$ cat config.mk
export PLATFORM = sky130hd
export DESIGN_NAME = irq_raiser
export DESIGN_NICKNAME = d
export VERILOG_FILES = /design/src/rtl/irq_raiser_pkg.sv /design/src/rtl/irq_raiser_regs.sv /design/src/rtl/irq_raiser_core.sv /design/src/rtl/irq_raiser_drive.sv /design/src/rtl/irq_raiser.sv
export SDC_FILE = /design/constraint.sdc
export NUM_CORES = 1
export LEC_CHECK = 0
export ABC_AREA = 1
export BUFFER_PORTS_ARGS = -buffer_cell sky130_fd_sc_hd__buf_2
export CAP_MARGIN = 20
export CORE_AREA = 2 2 48 50
export CTS_CLUSTER_SIZE = 30
export DETAILED_ROUTE_END_ITERATION = 12
export DIE_AREA = 0 0 50 52
export GPL_TIMING_DRIVEN = 0
export PLACE_DENSITY_LB_ADDON = 0.05
export SETUP_SLACK_MARGIN = 0.2
export SYNTH_ARGS = -nofsm -noshare
export SYNTH_HDL_FRONTEND = slang
export SYNTH_HIERARCHICAL = 1
export SYNTH_SLANG_ARGS = --single-unit
$ cat constraint.sdc
create_clock -name clk -period 2.3 [get_ports clk]
set_clock_uncertainty 0.2 [all_clocks]
set_input_delay 0.115 -clock clk [delete_from_list [all_inputs] [get_ports clk]]
set_output_delay 0.115 -clock clk [all_outputs]
set_load 0.1 [all_outputs]
$ cat src/rtl/irq_raiser_pkg.sv
package irq_raiser_pkg;

  // Register select decoded from the write address.
  typedef enum logic [1:0] {
    SEL_CFG    = 2'd0,
    SEL_FIRE   = 2'd1,
    SEL_CANCEL = 2'd2,
    SEL_SPARE  = 2'd3
  } reg_sel_e;

  typedef enum logic {
    ST_IDLE   = 1'b0,
    ST_RAISED = 1'b1
  } req_state_e;

  // Returns 1 when a level selects a real request line.
  function automatic logic level_usable(input int unsigned lvl, input int unsigned lines);
    return (lvl != 0) && (lvl <= lines);
  endfunction

  // Returns 1 when line index idx (0-based) carries level lvl.
  function automatic logic line_selected(input int unsigned idx, input int unsigned lvl);
    return (lvl == idx + 1);
  endfunction

  // Returns 1 when an acknowledge cycle addresses the outstanding request.
  function automatic logic ack_matches(input logic raised, input logic ack_v,
                                       input int unsigned ack_lvl, input int unsigned cur_lvl);
    return raised && ack_v && (ack_lvl == cur_lvl);
  endfunction

endpackage

$ cat src/rtl/irq_raiser_regs.sv
module irq_raiser_regs
  import irq_raiser_pkg::*;
#(
  parameter int unsigned DATA_W  = 16,
  parameter int unsigned ADDR_W  = 2,
  parameter int unsigned LVL_W   = 3,
  parameter int unsigned VEC_W   = 8,
  parameter int unsigned LVL_LSB = 8
) (
  input  logic              clk,
  input  logic              rst_n,
  input  logic              wr_en,
  input  logic [ADDR_W-1:0] wr_addr,
  input  logic [DATA_W-1:0] wr_data,
  input  logic              busy,
  output logic [LVL_W-1:0]  cfg_lvl,
  output logic [VEC_W-1:0]  cfg_vec,
  output logic              fire_evt,
  output logic              cancel_evt
);

  localparam int unsigned LVL_MSB = LVL_LSB + LVL_W - 1;

  reg_sel_e sel;
  logic     cfg_load;

  assign sel        = reg_sel_e'(wr_addr[1:0]);
  assign fire_evt   = wr_en && (sel == SEL_FIRE);
  assign cancel_evt = wr_en && (sel == SEL_CANCEL) && wr_data[0];
  assign cfg_load   = wr_en && (sel == SEL_CFG) && !busy;

  always_ff @(posedge clk or negedge rst_n) begin
    if (!rst_n) begin
      cfg_lvl <= '0;
      cfg_vec <= '0;
    end else if (cfg_load) begin
      cfg_lvl <= wr_data[LVL_MSB:LVL_LSB];
      cfg_vec <= wr_data[VEC_W-1:0];
    end
  end

  // configuration frozen while a request is outstanding
  p_cfg_frozen_r10: assert property (@(posedge clk) disable iff (!rst_n)
    busy |=> ($stable(cfg_lvl) && $stable(cfg_vec)));

  // a config write while idle lands in the register
  p_cfg_load_r2: assert property (@(posedge clk) disable iff (!rst_n)
    (wr_en && wr_addr == 0 && !busy) |=> (cfg_vec == $past(wr_data[VEC_W-1:0])));

endmodule

$ cat src/rtl/irq_raiser_core.sv
module irq_raiser_core
  import irq_raiser_pkg::*;
#(
  parameter int unsigned NUM_LINES = 7,
  parameter int unsigned LVL_W     = 3
) (
  input  logic             clk,
  input  logic             rst_n,
  input  logic             fire_evt,
  input  logic             cancel_evt,
  input  logic [LVL_W-1:0] cfg_lvl,
  input  logic             iack_valid,
  input  logic [LVL_W-1:0] iack_level,
  output logic             busy,
  output logic             ack_hit,
  output logic             raise_evt
);

  req_state_e state, state_nx;

  assign busy      = (state == ST_RAISED);
  assign ack_hit   = ack_matches(busy, iack_valid, int'(iack_level), int'(cfg_lvl));
  assign raise_evt = !busy && fire_evt && level_usable(int'(cfg_lvl), NUM_LINES);

  always_comb begin
    state_nx = state;
    unique case (state)
      ST_IDLE:   if (raise_evt) state_nx = ST_RAISED;
      ST_RAISED: if (ack_hit || cancel_evt) state_nx = ST_IDLE;
      default:   state_nx = ST_IDLE;
    endcase
  end

  always_ff @(posedge clk or negedge rst_n) begin
    if (!rst_n) state <= ST_IDLE;
    else        state <= state_nx;
  end

  // a fire while idle with a usable level raises the request
  p_fire_raises_r3: assert property (@(posedge clk) disable iff (!rst_n)
    (fire_evt && !busy && cfg_lvl != 0) |=> busy);

  // level 0 never raises
  p_level0_idle_r4: assert property (@(posedge clk) disable iff (!rst_n)
    (!busy && cfg_lvl == 0) |=> !busy);

  // request held until acknowledge or cancel
  p_hold_r5: assert property (@(posedge clk) disable iff (!rst_n)
    (busy && !ack_hit && !cancel_evt) |=> busy);

  // matching acknowledge releases
  p_ack_release_r6: assert property (@(posedge clk) disable iff (!rst_n)
    ack_hit |=> !busy);

  // debug cancel releases
  p_cancel_release_r8: assert property (@(posedge clk) disable iff (!rst_n)
    cancel_evt |=> !busy);

endmodule

$ cat src/rtl/irq_raiser_drive.sv
module irq_raiser_drive
  import irq_raiser_pkg::*;
#(
  parameter int unsigned NUM_LINES = 7,
  parameter int unsigned LVL_W     = 3,
  parameter int unsigned VEC_W     = 8
) (
  input  logic                 clk,
  input  logic                 rst_n,
  input  logic                 busy,
  input  logic                 ack_hit,
  input  logic                 iack_valid,
  input  logic [LVL_W-1:0]     cfg_lvl,
  input  logic [VEC_W-1:0]     cfg_vec,
  output logic [NUM_LINES-1:0] irq_n,
  output logic                 vec_valid,
  output logic [VEC_W-1:0]     vec_data
);

  for (genvar gi = 0; gi < NUM_LINES; gi++) begin : g_line
    assign irq_n[gi] = !(busy && line_selected(gi, int'(cfg_lvl)));
  end

  always_ff @(posedge clk or negedge rst_n) begin
    if (!rst_n) begin
      vec_valid <= 1'b0;
      vec_data  <= '0;
    end else begin
      vec_valid <= ack_hit;
      vec_data  <= ack_hit ? cfg_vec : '0;
    end
  end

  // never more than one line low
  p_one_line_r3: assert property (@(posedge clk) disable iff (!rst_n)
    $onehot0(~irq_n));

  // a busy block drives exactly one line
  p_busy_drives_r5: assert property (@(posedge clk) disable iff (!rst_n)
    busy |-> ($countones(~irq_n) == 1));

  // a hit returns the stored vector and leaves all lines high
  p_vec_return_r6: assert property (@(posedge clk) disable iff (!rst_n)
    ack_hit |=> (vec_valid && vec_data == $past(cfg_vec) && irq_n == '1));

  // an acknowledge that misses produces no vector
  p_miss_silent_r7: assert property (@(posedge clk) disable iff (!rst_n)
    (iack_valid && !ack_hit) |=> (!vec_valid && vec_data == '0));

  // the vector strobe lasts one cycle
  p_strobe_once_r6: assert property (@(posedge clk) disable iff (!rst_n)
    vec_valid |=> !vec_valid);

endmodule

$ cat src/rtl/irq_raiser.sv
module irq_raiser
  import irq_raiser_pkg::*;
#(
  parameter int unsigned NUM_LINES = 7,
  parameter int unsigned DATA_W    = 16,
  parameter int unsigned ADDR_W    = 2,
  parameter int unsigned VEC_W     = 8,
  parameter int unsigned LVL_LSB   = 8
) (
  input  logic                          clk,
  input  logic                          rst_n,
  input  logic                          wr_en,
  input  logic [ADDR_W-1:0]             wr_addr,
  input  logic [DATA_W-1:0]             wr_data,
  input  logic                          iack_valid,
  input  logic [$clog2(NUM_LINES+1)-1:0] iack_level,
  output logic [NUM_LINES-1:0]          irq_n,
  output logic                          vec_valid,
  output logic [VEC_W-1:0]              vec_data,
  output logic                          busy
);

  localparam int unsigned LVL_W = $clog2(NUM_LINES + 1);

  logic [LVL_W-1:0] cfg_lvl;
  logic [VEC_W-1:0] cfg_vec;
  logic             fire_evt;
  logic             cancel_evt;
  logic             ack_hit;
  logic             raise_evt;

  irq_raiser_regs #(
    .DATA_W(DATA_W), .ADDR_W(ADDR_W), .LVL_W(LVL_W), .VEC_W(VEC_W), .LVL_LSB(LVL_LSB)
  ) u_regs (
    .clk(clk), .rst_n(rst_n), .wr_en(wr_en), .wr_addr(wr_addr), .wr_data(wr_data),
    .busy(busy), .cfg_lvl(cfg_lvl), .cfg_vec(cfg_vec),
    .fire_evt(fire_evt), .cancel_evt(cancel_evt)
  );

  irq_raiser_core #(.NUM_LINES(NUM_LINES), .LVL_W(LVL_W)) u_core (
    .clk(clk), .rst_n(rst_n), .fire_evt(fire_evt), .cancel_evt(cancel_evt),
    .cfg_lvl(cfg_lvl), .iack_valid(iack_valid), .iack_level(iack_level),
    .busy(busy), .ack_hit(ack_hit), .raise_evt(raise_evt)
  );

  irq_raiser_drive #(.NUM_LINES(NUM_LINES), .LVL_W(LVL_W), .VEC_W(VEC_W)) u_drive (
    .clk(clk), .rst_n(rst_n), .busy(busy), .ack_hit(ack_hit), .iack_valid(iack_valid),
    .cfg_lvl(cfg_lvl), .cfg_vec(cfg_vec),
    .irq_n(irq_n), .vec_valid(vec_valid), .vec_data(vec_data)
  );

  // a raise event shows up on the lines one cycle later
  p_raise_visible_r3: assert property (@(posedge clk) disable iff (!rst_n)
    raise_evt |=> (irq_n != '1));

  // acknowledge wins the vector even when cancelled in the same cycle
  p_ack_cancel_r11: assert property (@(posedge clk) disable iff (!rst_n)
    (ack_hit && fire_evt == 1'b0 && wr_en && wr_addr == 2 && wr_data[0]) |=> (vec_valid && !busy));

endmodule

# Word level (Yosys, flattened, before mapping)
# Index checks and enable logic that the tools add are counted.
[totals] register_bits=21 in_bits=25 out_inout_bits=17 wordCells=47
[op_classes] eq_ne=10 n_mux=4 n_bitwise=1 reduce_logical=27
[op_table] op="$logic_and A1 B1 Y1" n=16
[op_table] op="$eq A3 B3 Y1 const B" n=4
[op_table] op="$logic_not A1 Y1" n=8
[op_table] op="$mux W8" n=1
[op_table] op="$eq A3 B2 Y1 const B" n=2
[op_table] op="$eq A3 B1 Y1 const B" n=1
[op_table] op="$eq A3 B3 Y1" n=1
[op_table] op="$reduce_bool A3 Y1" n=1
[op_table] op="$eq A2 B1 Y1 const B" n=1
[op_table] op="$eq A2 B2 Y1 const B" n=1
[op_table] op="$logic_not A2 Y1" n=1
[op_table] op="$mux W1" n=2
[op_table] op="$pmux W1 S2" n=1
[op_table] op="$logic_or A1 B1 Y1" n=1
[op_table] op="$not A1 Y1" n=1

# Logic depth before layout (Yosys ltp)
# Gate-level depths: netlist (run 1).
[depth] word_depth=6 mapped_depth=9 ltp_nobuf=8

# By module
# Netlist (run 1), hierarchy kept.
[modules_own_cells] module="irq_raiser_regs" instances=1 cells_each=54 area_each_um2=485.5 seq_area_each_um2=275.3
[modules_own_cells] module="irq_raiser_drive" instances=1 cells_each=44 area_each_um2=357.8 seq_area_each_um2=225.2
[modules_own_cells] module="irq_raiser_core" instances=1 cells_each=29 area_each_um2=141.4 seq_area_each_um2=25.0

# Worst setup path before layout (run 1)
# Ideal clock, no wire load.
[synth_timing] kind="register to output" startpoint="reg u_core.state (netlist: u_core/busy)" endpoint="out irq_n[0]" arrival_ns=1.801 setup_slack_ns=0.184 stages_incl_launch_ff=4 n_path_buf=0 cell_sequence="dfrtp_1 inv_1 nor2_1 nand2_1"
[synth_between] elab_chain_len=2
[synth_lines] item="from (decl)" line_no="irq_raiser_core.sv:19" source="req_state_e state, state_nx;"
[synth_lines] item="from (signal assigned)" line_no="irq_raiser_core.sv:36" source="else state <= state_nx;"
[synth_lines] item="$logic_and A1 B1 Y1" line_no="irq_raiser_drive.sv:21" source="assign irq_n[gi] = !(busy && line_selected(gi, int'(cfg_lvl)));"
[synth_lines] item="$logic_not A1 Y1" line_no="irq_raiser_drive.sv:21"
[synth_lines] item="to (decl)" line_no="irq_raiser.sv:17" source="output logic [NUM_LINES-1:0] irq_n,"
# Every way passes these cells.

# Worst setup path in the final report (run 1)
[layout_timing] startpoint="reg u_regs.cfg_lvl[0]" endpoint="out irq_n[0]"
[layout_between] elab_chain_len=3
[layout_lines] item="from (decl)" line_no="irq_raiser_regs.sv:16" source="output logic [LVL_W-1:0] cfg_lvl,"
[layout_lines] item="from (signal assigned)" line_no="irq_raiser_regs.sv:37" source="cfg_lvl <= wr_data[LVL_MSB:LVL_LSB];"
[layout_lines] item="$eq A3 B1 Y1" line_no="irq_raiser_pkg.sv:23" source="return (lvl == idx + 1);"
[layout_lines] item="$logic_and A1 B1 Y1" line_no="irq_raiser_drive.sv:21"
[layout_lines] item="$logic_not A1 Y1" line_no="irq_raiser_drive.sv:21"
# Every way passes these cells.

==> flow_summary.yaml, run 1 <==
run_status:
  status: "finished, final reports clean"
logic_synthesis:
  synth_ff_type: "dfrtp_1"
  syn_avg_cell_area_sq_um: 7.75
  yosys.area.top_type: "dfrtp_1"
  synthCells: 127
  synth.net_count: 152
  synth.area.top_cells: "dfrtp_1, nand2_1, inv_1"
  synth_top_area_share_pct: 53.4
  syn_area_sq_um: 985
  ys_ff_latch: 21
  synth-edff-count: 0
  yosys_warnings: 6
  ys_seq_area_share_pct: 53.4
  ys_types: 14
  postSynth.asyncResetShare_pct: 100
setup_path:
  cp_num_buf_inv: 2
  start_kind: "register"
  cp_data_arrival_time_ns: 1.41
  critPathTopFamily: "buffers and inverters"
  r2r_cells: 4
  regToRegSetupSlack_ns: 0.69
  setup.worst_path.class: "register to primary output"
  endpoint_kind: "primary output"
  rr_endpoint: "u_regs/cfg_vec[7]$_DFFE_PN0P_"
  critPathSlowestCell: "dfrtp_1"
  critical_path_required_ns: 1.99
  critical_path.max_fanout: 7
  crit_chain: "inv_1 > nor2_1 > nand2_1 > buf_2"
  critical-path-max-stage-delay_ns: 0.48
  r2r-start: "u_core/busy$_DFF_PN0_"
detailed_routing:
  drt_iter0_markers: 13
  via_count: 921
  wl_mm: 2.16
  final_antenna_net_count: 0
  avgViaCountPerCell: 4.36
  wl_per_cell_um: 10.3
  drc: 0
  firstDrtPassIters: 4
placed_design:
  gp_congestion: 0.688
  place_area_sq_um: 1200
  portBuffers: 36
  dp_cells: 191
  hpwlAfterDp_mm: 1.46
floorplanning:
  io_pins: 42
  fp.dieH_um: 52
  die_area_sq_um: 2600
  start_util_pct: 46.8
  die_width_um: 50
  coreArea_sq_um: 2110
  rows: 17
clocking:
  cts_tree: "done"
  ctsResizeCount: 0
  post-cts-setup-buffer-count: 0
  clock-sinks: 21
  cts_buffers: 3
  clkTransAtPathRegs_ns: 0.10
  clk_latency_ns: 0.29
  htree_num_levels: 1
  clk_path_buf_depth: 2
  cts-root-buf: "clkbuf_4"
timing:
  maxSlewViolCount: 0
  setup_tns_ns: 0
  finalSetupViolCount: 0
  worstMarginPinSlew_ns: 0.490
  finalHoldViolations: 0
  max_freq_mhz: 580
  hold_slack_ns: 0.0151
  slew_headroom_pct: 67.5
  grt_setup_unrepaired: "no"
  finalCritPeriodShare_pct: 75.0
  fin_crit_ns: 1.73
cells_and_area:
  layout_common_cells: "nand2_1, buf_2, inv_1, dfrtp_1, dlygate4sd3_1"
  stdcell_count: 211
  num-nets-final: 209
  drive_above_1_share_pct: 29.0
  final_common_cell: "nand2_1"
  diodes: 0
  design_area_sq_um: 1390
  syn_to_final_growth_pct: 40.9
worst_hold_path:
  hold_depth: 6
  holdCritPathClass: "primary input to register"
  min_from: "iack_level[0]"
  holdPathEnd: "u_drive/vec_valid$_DFF_PN0_"
power_and_ir_drop:
  p_switching_w: 0.000663
  p_int_w: 0.000699
  power.leakage_nw: 0.854
  powerDensity_nw_per_um2: 981
  pwr-share-clk_pct: 12.0
  power_frac_comb_pct: 45.6
  ir_drop_mv: 0.579
  switching_share_pct: 48.7
  power.share.sequential_pct: 42.3
global_routing:
  grt_pass1_wl_mm: 3.73
  antenna_found_initial: 0
  grt_max_degree: 22
  grt_pass1_vias: 890
  grtUsageTotal_pct: 19.0
  grt-ovfl-total: 0
run:
  cap_violations: 0
[area by class of cell]
class	count	area, sq um
Buffer	4	35.0
Clock buffer	4	26.3
Timing Repair Buffer	52	340
Tap cell	28	35.0
Inverter	24	90.1
Sequential cell	21	527
Fill cell	189	718
Multi-Input combinational cell	78	334
[routing by layer]
layer	global-route usage, %	wire [um]	vias to the layer above
met1	23.9	946	404
met3	5.46	118	4
met2	31.8	1080	33
met4	5.09	21	0
met5	0	0	-
li1	-	-	480
[worst max path at each step]
stage               cells after the start                     startpoint                            end  slack, ns
floorplan                               3          u_core/busy$_DFF_PN0_                       irq_n[0]       0.49
global placement                        9  u_regs/cfg_lvl[0]$_DFFE_PN0P_  u_drive/vec_data[6]$_DFF_PN0_       0.84
detailed placement                      9  u_regs/cfg_lvl[0]$_DFFE_PN0P_  u_drive/vec_data[6]$_DFF_PN0_       0.83
CTS                                     4  u_regs/cfg_lvl[0]$_DFFE_PN0P_                       irq_n[0]       0.55
global route                            4  u_regs/cfg_lvl[0]$_DFFE_PN0P_                       irq_n[2]       0.45
finish                                  4  u_regs/cfg_lvl[0]$_DFFE_PN0P_                       irq_n[0]       0.57
[power groups by stage]
stage          Sequential, W  Combinational, W  Clock (W)
2_1_floorplan       0.000681          0.000378          0
3_3_place_gp        0.000581          0.000585          0
3_5_place_dp        0.000585          0.000600          0
4_1_cts             0.000577          0.000622   0.000174
5_1_grt             0.000597          0.000680   0.000195
6_report            0.000577          0.000621   0.000164
[flip-flops by register name, summed over array words and instances, names as in the netlist]
signal,cells
u_regs/cfg_vec,8
u_core/busy,1
u_drive/vec_data,8
u_drive/vec_valid,1
u_regs/cfg_lvl,3
[cell usage after synthesis (2+ instances only)]
library cell  count
inv_2             3
buf_6             2
inv_1            21
nand2_2           2
nand3_1          11
nand2_1          52
nor2_1            9
dfrtp_1          21
[worst min-delay path, stage by stage]
cell     delay (ns)
buf_2          0.09
nand2_2        0.04
nand2_1        0.05
nor2_1         0.04
nand2_1        0.07
inv_1          0.06
[through the flow]
step,setup WS [ns],power (W),util (%)
global route,0.453,0.00147,65.9
finish,0.575,0.00136,65.9
global placement,0.835,0.00117,57.0
CTS,0.555,0.00137,65.9
detailed placement,0.826,0.00119,57.0
floorplan,0.488,0.00106,-
[kinds of logic after synthesis]
kind of cell | share of synthesized area [%]
AOI/OAI and AO/OA | 1.27
DFF | 53.4
and+or+nand+nor | 32.7
buffers and inverters | 12.7
[what timing repair did]
item | in CTS | in global routing
hold endpoints to repair | 34 | 0
hold buffers | 16 | 0
endpoints found under the setup margin | 0 | 0
Power figures use the tool's default switching activity.
==> run 2: changes to the inputs <==
Settings changed: ABC_AREA 1 to 0, CORE_AREA 2 2 48 50 to 2 2 49 51, DIE_AREA 0 0 50 52 to 0 0 51 53.
Clock period 2.3 ns to 1.7 ns, I/O delays scaled along.
==> run 2 against run 1 <==
  * Clock-buffer cell count shrank 1
  * Global-route usage fell by 2.6 points
  * First-iteration DRC count decreased by 69%
  * Worst setup slack lost 0.56 ns
  * Utilization up 3.1 points
  * Wire length shrank 7.0%
  * Sequential share of layout area shrank 2.1 points
  * Highest routed layer is now met3
==> flow_summary.yaml, run 2 <==
clocking:
  cts_tree: "done"
  clk_latency_ns: 0.29
  clk_path_buf_depth: 2
  clock-sinks: 21
  clkTransAtPathRegs_ns: 0.11
  cts-root-buf: "clkbuf_4"
  cts_buffers: 3
  htree_num_levels: 1
global_routing:
  grt_pass1_vias: 657
  grtUsageTotal_pct: 16.4
  grt.busiest_layer: "met2"
  use_met1_pct: 19.2
  grt_use_met3_pct: 5.08
  antenna_found_initial: 0
  grt-ovfl-total: 0
  grt_max_degree: 22
  use_met2_pct: 30.3
  grt_pass1_wl_mm: 3.11
run:
  cap_violations: 0
timing:
  finalCritPeriodShare_pct: 98.9
  worstMarginPinSlew_ns: 0.486
  fin_crit_ns: 1.68
  maxSlewViolCount: 0
  slew_headroom_pct: 67.8
  finalSetupViolCount: 0
  grt_setup_unrepaired: "yes"
  max_freq_mhz: 595
  finalHoldViolations: 0
detailed_routing:
  drc: 0
  via_count: 703
  firstDrtPassIters: 4
  wl_per_cell_um: 13.4
  drt_iter0_markers: 4
  final_antenna_net_count: 0
  wl_mm: 2.01
  avgViaCountPerCell: 4.69
power_and_ir_drop:
  switching_share_pct: 43.7
  powerDensity_nw_per_um2: 1540
  pwr-share-clk_pct: 10.0
  p_switching_w: 0.000999
  ir_drop_mv: 1.07
  p_int_w: 0.00129
  power_frac_comb_pct: 53.4
  power.total_w: 0.00228
  power.share.sequential_pct: 36.7
  power.leakage_nw: 0.731
setup_path:
  r2r-start: "u_core/busy$_DFF_PN0_"
  cp_data_arrival_time_ns: 1.67
  rr_endpoint: "u_regs/cfg_vec[2]$_DFFE_PN0P_"
  r2r_cells: 3
  worstSetupEndpoint: "u_regs/cfg_vec[2]$_DFFE_PN0P_"
  start_kind: "register"
  endpoint_kind: "register"
  regToRegSetupSlack_ns: 0.02
  setup.worst_path.class: "register to register"
  startpoint: "u_core/busy$_DFF_PN0_"
  critical_path.max_fanout: 5
  critical_path_required_ns: 1.69
cells_and_area:
  num-nets-final: 148
  top_regs: "u_drive/vec_data: 8 flops, u_regs/cfg_vec: 8 flops, u_regs/cfg_lvl: 3 flops"
  syn_to_final_growth_pct: 65.1
  design_area_sq_um: 1480
  layout_common_cells: "buf_2, dfrtp_1, dlygate4sd3_1, mux2_4, and2_1"
  stdcell_count: 150
  drive_above_1_share_pct: 54.9
  finish.utilization_pct: 69.0
  final_common_cell: "buf_2"
  diodes: 0
logic_synthesis:
  postSynth.asyncResetShare_pct: 100
  ys_ff_latch: 21
  syn_area_sq_um: 897
  ys_seq_area_share_pct: 58.6
  syn_avg_cell_area_sq_um: 14.7
  ys_types: 17
  yosys.area.top_type: "dfrtp_1"
  yosys_warnings: 6
  synth.area.top_cells: "dfrtp_1, mux2_2, and2_1"
  synth.net_count: 86
  synthCells: 61
  synth_most_common_cell: "dfrtp_1"
  synth_top_area_share_pct: 58.6
  synth_ff_type: "dfrtp_1"
  synth-edff-count: 0
  synth_common_cells: "dfrtp_1, mux2_2, and2_1"
placed_design:
  gp_congestion: 0.655
  dp_cells: 125
  place_area_sq_um: 1160
  hpwlAfterDp_mm: 1.15
  portBuffers: 36
floorplanning:
  die_width_um: 51
  die_area_sq_um: 2700
  start_util_pct: 41.8
  io_pins: 42
  coreArea_sq_um: 2150
  fp.dieH_um: 53
  rows: 17
run_status:
  status: "finished, final reports clean"
worst_hold_path:
  holdCritPathClass: "primary input to register"
run 2: cell count changes after synthesis, sizes merged, moves of 8 or more:
cell | before | now
nand3 | 11 | 0
nor2 | 11 | 1
inv | 24 | 0
and2 | 0 | 8
nand2 | 54 | 2
mux2 | 0 | 11
run 2: how the worst min path moves through the flow:
stage	cells after the start	slack (ns)	from	endpoint
after global placement	1	-0.14	rst_n	u_drive/vec_data[7]$_DFF_PN0_
final	4	0.04	wr_addr[1]	u_core/busy$_DFF_PN0_
after floorplan	0	-0.41	rst_n	u_drive/vec_data[0]$_DFF_PN0_
after detailed placement	1	-0.14	rst_n	u_regs/cfg_vec[7]$_DFFE_PN0P_
after CTS	4	0.02	iack_valid	u_drive/vec_valid$_DFF_PN0_
after global routing	4	0.04	wr_addr[1]	u_core/busy$_DFF_PN0_
run 2: cell type report:
| class | count | area, sq um |
|---|---|---|
| repair buffers | 57 | 469 |
| clock buffers | 3 | 22.5 |
| plain buffers | 1 | 11.3 |
| multi-input cells | 39 | 407 |
| clock inverters | 1 | 5.00 |
| flip-flops and latches | 21 | 532 |
| fillers | 175 | 667 |
| well taps | 28 | 35.0 |
run 2: routing by layer:
layer,vias to the layer above,wire (um)
met1,335,782
met4,0,0
li1,339,-
met3,0,128
met2,29,1100
met5,-,0
run 2: metrics by stage:
step                      worst slack, ns  TNS (ns)  hold slack, ns
after global placement            -0.0470    -0.344          -0.143
after detailed placement          -0.0531    -0.299          -0.139
final                              0.0188         0          0.0378
after CTS                         -0.0209   -0.0941          0.0174
after floorplan                    -0.247     -2.19          -0.411
after global routing              -0.0442    -0.278          0.0368
run 2: repair_timing:
| action | CTS | global route |
|---|---|---|
| gates resized for setup | 22 | 11 |
| hold endpoints to repair | 32 | 1 |
| endpoints found under the setup margin | 28 | 28 |
| hold buffers | 12 | 1 |
| setup buffers | 6 | 1 |
| cloned | 1 | 0 |
| pin swaps | 1 | 1 |
run 2: critical path, cell delays in order (launching register included):
cell	delay, ns
dfrtp_4	0.52
nor4b_4	0.35
buf_6	0.20
mux2_4	0.30
run 2: kinds of logic (layout without fill, tap and decap cells):
logic type | Yosys count | after routing | share of synthesized area [%]
buffers and inverters | 1 | 62 | 1.26
muxes | 11 | 11 | 13.8
AOI/OAI and AO/OA | 1 | 1 | 0.837
and+or+nand+nor | 24 | 24 | 22.6
DFF | 21 | 21 | 58.6
xor gates and xnor gates | 3 | 3 | 2.93
run 2: power groups by stage:
stage                     sequential (W)  combinational (W)  clock [W]
after floorplan                  0.00102           0.000617          0
after global placement          0.000856           0.000935          0
after detailed placement        0.000859           0.000942          0
after CTS                       0.000850            0.00112   0.000241
after global routing            0.000870            0.00127   0.000266
final                           0.000837            0.00122   0.000228
==> run 3: changes to the inputs <==
Settings changed: BUFFER_PORTS_ARGS -buffer_cell sky130_fd_sc_hd__buf_2 to not set, CORE_AREA 2 2 49 51 to 2 2 44 46, DIE_AREA 0 0 51 53 to 0 0 46 48, DONT_BUFFER_PORTS set to 1.
==> run 3 against run 2 <==
  * Critical path type unchanged
  * Worst setup slack worse by 0.18 ns
  * Largest cell class unchanged
  * Fmax down 9.6%
  * Critical path depth unchanged
  * Wire length down 10%
  * Utilization up 11 points
  * Global-route usage up 2.7 points
  * Clock power up 2%
  * The run now ends with negative setup slack left
  * Worst hold slack worse by 0.023 ns
  * Sequential cell count unchanged
  * Sequential share of layout area up 4.2 points
  * Total power down 2.4%
==> flow_summary.yaml, run 3 (same netlist as run 2, synthesis figures left out) <==
timing:
  finalCritPeriodShare_pct: 109
  grt_setup_unrepaired: "yes"
  finalSetupViolCount: 23
  slew_headroom_pct: 41.2
  maxSlewViolCount: 0
  setup_slack_ns: -0.160
  fin_crit_ns: 1.86
  max_freq_mhz: 538
  finalHoldViolations: 0
  worstMarginPinSlew_ns: 0.879
cells_and_area:
  num-nets-final: 120
  diodes: 0
  syn_to_final_growth_pct: 50.6
  finish.utilization_pct: 80.0
  final_common_cell: "dlygate4sd3_1"
  design_area_sq_um: 1350
  layout_common_cells: "dlygate4sd3_1, mux2_4, dfrtp_2, dfrtp_1, buf_8"
  n_fill_cell: 98
  top_regs: "u_drive/vec_data: 8 flops, u_regs/cfg_vec: 8 flops, u_regs/cfg_lvl: 3 flops"
  drive_above_1_share_pct: 52.1
setup_path:
  setup.worst_path.class: "register to register"
  r2r-start: "u_core/busy$_DFF_PN0_"
  regToRegSetupSlack_ns: -0.16
  rr_endpoint: "u_regs/cfg_vec[6]$_DFFE_PN0P_"
  endpoint_kind: "register"
  start_kind: "register"
  cp_data_arrival_time_ns: 1.85
  critical_path.max_fanout: 8
  r2r_cells: 3
  critical_path_required_ns: 1.69
detailed_routing:
  firstDrtPassIters: 4
  avgViaCountPerCell: 5.59
  via_count: 620
  final_antenna_net_count: 0
  wl_per_cell_um: 16.3
  wl_mm: 1.81
  drt_iter0_markers: 1
  drc: 0
power_and_ir_drop:
  ir_drop_mv: 1.16
  powerDensity_nw_per_um2: 1650
  power.leakage_nw: 0.593
floorplanning:
  rows: 15
  coreArea_sq_um: 1690
  io_pins: 42
  fp.dieH_um: 48
  die_width_um: 46
  start_util_pct: 53.1
  die_area_sq_um: 2210
global_routing:
  grt_max_degree: 22
  antenna_found_initial: 0
  grtUsageTotal_pct: 19.1
  grt_pass1_vias: 629
  grt-ovfl-total: 0
  grt_pass1_wl_mm: 2.93
run:
  cap_violations: 0
worst_hold_path:
  hold_depth: 3
  min_from: "wr_addr[0]"
  holdCritPathClass: "primary input to register"
  holdPathEnd: "u_core/busy$_DFF_PN0_"
clocking:
  cts_tree: "done"
  clk_path_buf_depth: 2
  cts-root-buf: "clkbuf_4"
  clkTransAtPathRegs_ns: 0.11
  cts_buffers: 3
  clock-sinks: 21
  clk_latency_ns: 0.29
  htree_num_levels: 1
run_status:
  violations: "negative setup slack"
  status: "finished, violations left"
placed_design:
  place_area_sq_um: 1050
  portBuffers: 0
  hpwlAfterDp_mm: 1.09
  gp_congestion: 0.581
[run 3: cell types whose count changed in the layout (fill, tap and decap cells not counted), moves of 2 or more]
cell and change:
dfrtp_2 +8, dlygate4sd3_1 +3, buf_2 -28, buf_6 +2, and2_4 +4, buf_4 -3, and2_1 -4, dfrtp_1 -8
buf_12 -3
[run 3: power breakdown]
group	internal [W]	switching, W	total (W)
combinational	0.000469	0.000461	0.000929
clock	0.0000875	0.000145	0.000233
sequential	0.000668	0.000398	0.00107
[run 3: layout make-up]
type	count	area (sq um)	area share [%]
timing repair buffer	29	314	23.2
clock inverter	1	5.00	0.370
multi-input combinational	39	435	32.2
clock buffer	3	22.5	1.67
buffer	1	11.3	0.833
tap	17	21.3	1.57
sequential	21	542	40.1
[run 3: worst max-delay path by stage]
| stage | start | to | slack (ns) | depth (start not counted) |
|---|---|---|---|---|
| 2_1_floorplan | u_core/busy$_DFF_PN0_ | irq_n[2] | -0.25 | 1 |
| 3_3_place_gp | u_core/busy$_DFF_PN0_ | irq_n[4] | -0.29 | 1 |
| 3_5_place_dp | u_core/busy$_DFF_PN0_ | u_regs/cfg_lvl[0]$_DFFE_PN0P_ | -0.19 | 3 |
| 4_1_cts | u_core/busy$_DFF_PN0_ | u_regs/cfg_lvl[0]$_DFFE_PN0P_ | -0.15 | 3 |
| 5_1_grt | u_core/busy$_DFF_PN0_ | u_regs/cfg_vec[6]$_DFFE_PN0P_ | -0.20 | 3 |
| 6_report | u_core/busy$_DFF_PN0_ | u_regs/cfg_vec[6]$_DFFE_PN0P_ | -0.16 | 3 |
[run 3: critical path, stage by stage (launching register included)]
cell	delay, ns
dfrtp_4	0.66
nor4b_4	0.35
buf_4	0.24
mux2_4	0.30
[run 3: metal layers]
layer	share of wire, %	track usage, %	wire, um	vias to the layer above
li1	-	-	-	287
met1	40	24.8	731	309
met2	55	31.4	995	22
met3	3.8	4.15	69	2
met4	0.77	6.86	14	0
met5	0	0	0	-
[run 3: per-stage QoR]
step	std cells	power (W)	hold slack [ns]	setup TNS (ns)	setup WS [ns]
6_report	111	0.00223	0.0153	-1.91	-0.160
5_1_grt	111	0.00234	0.0233	-3.77	-0.203
4_1_cts	109	0.00219	0.0178	-1.90	-0.154
3_5_place_dp	84	0.00182	-0.410	-1.76	-0.195
3_3_place_gp	78	0.00170	-0.410	-3.20	-0.293
2_1_floorplan	61	0.00164	-0.411	-2.19	-0.247
[run 3: repair_timing]
action	4_1_cts	5_1_grt
resized for setup	14	11
gates cloned	1	1
buffers inserted	4	1
hold endpoints to repair	42	0
pin swaps	5	6
setup endpoints to repair	37	28
hold buffers	16	0
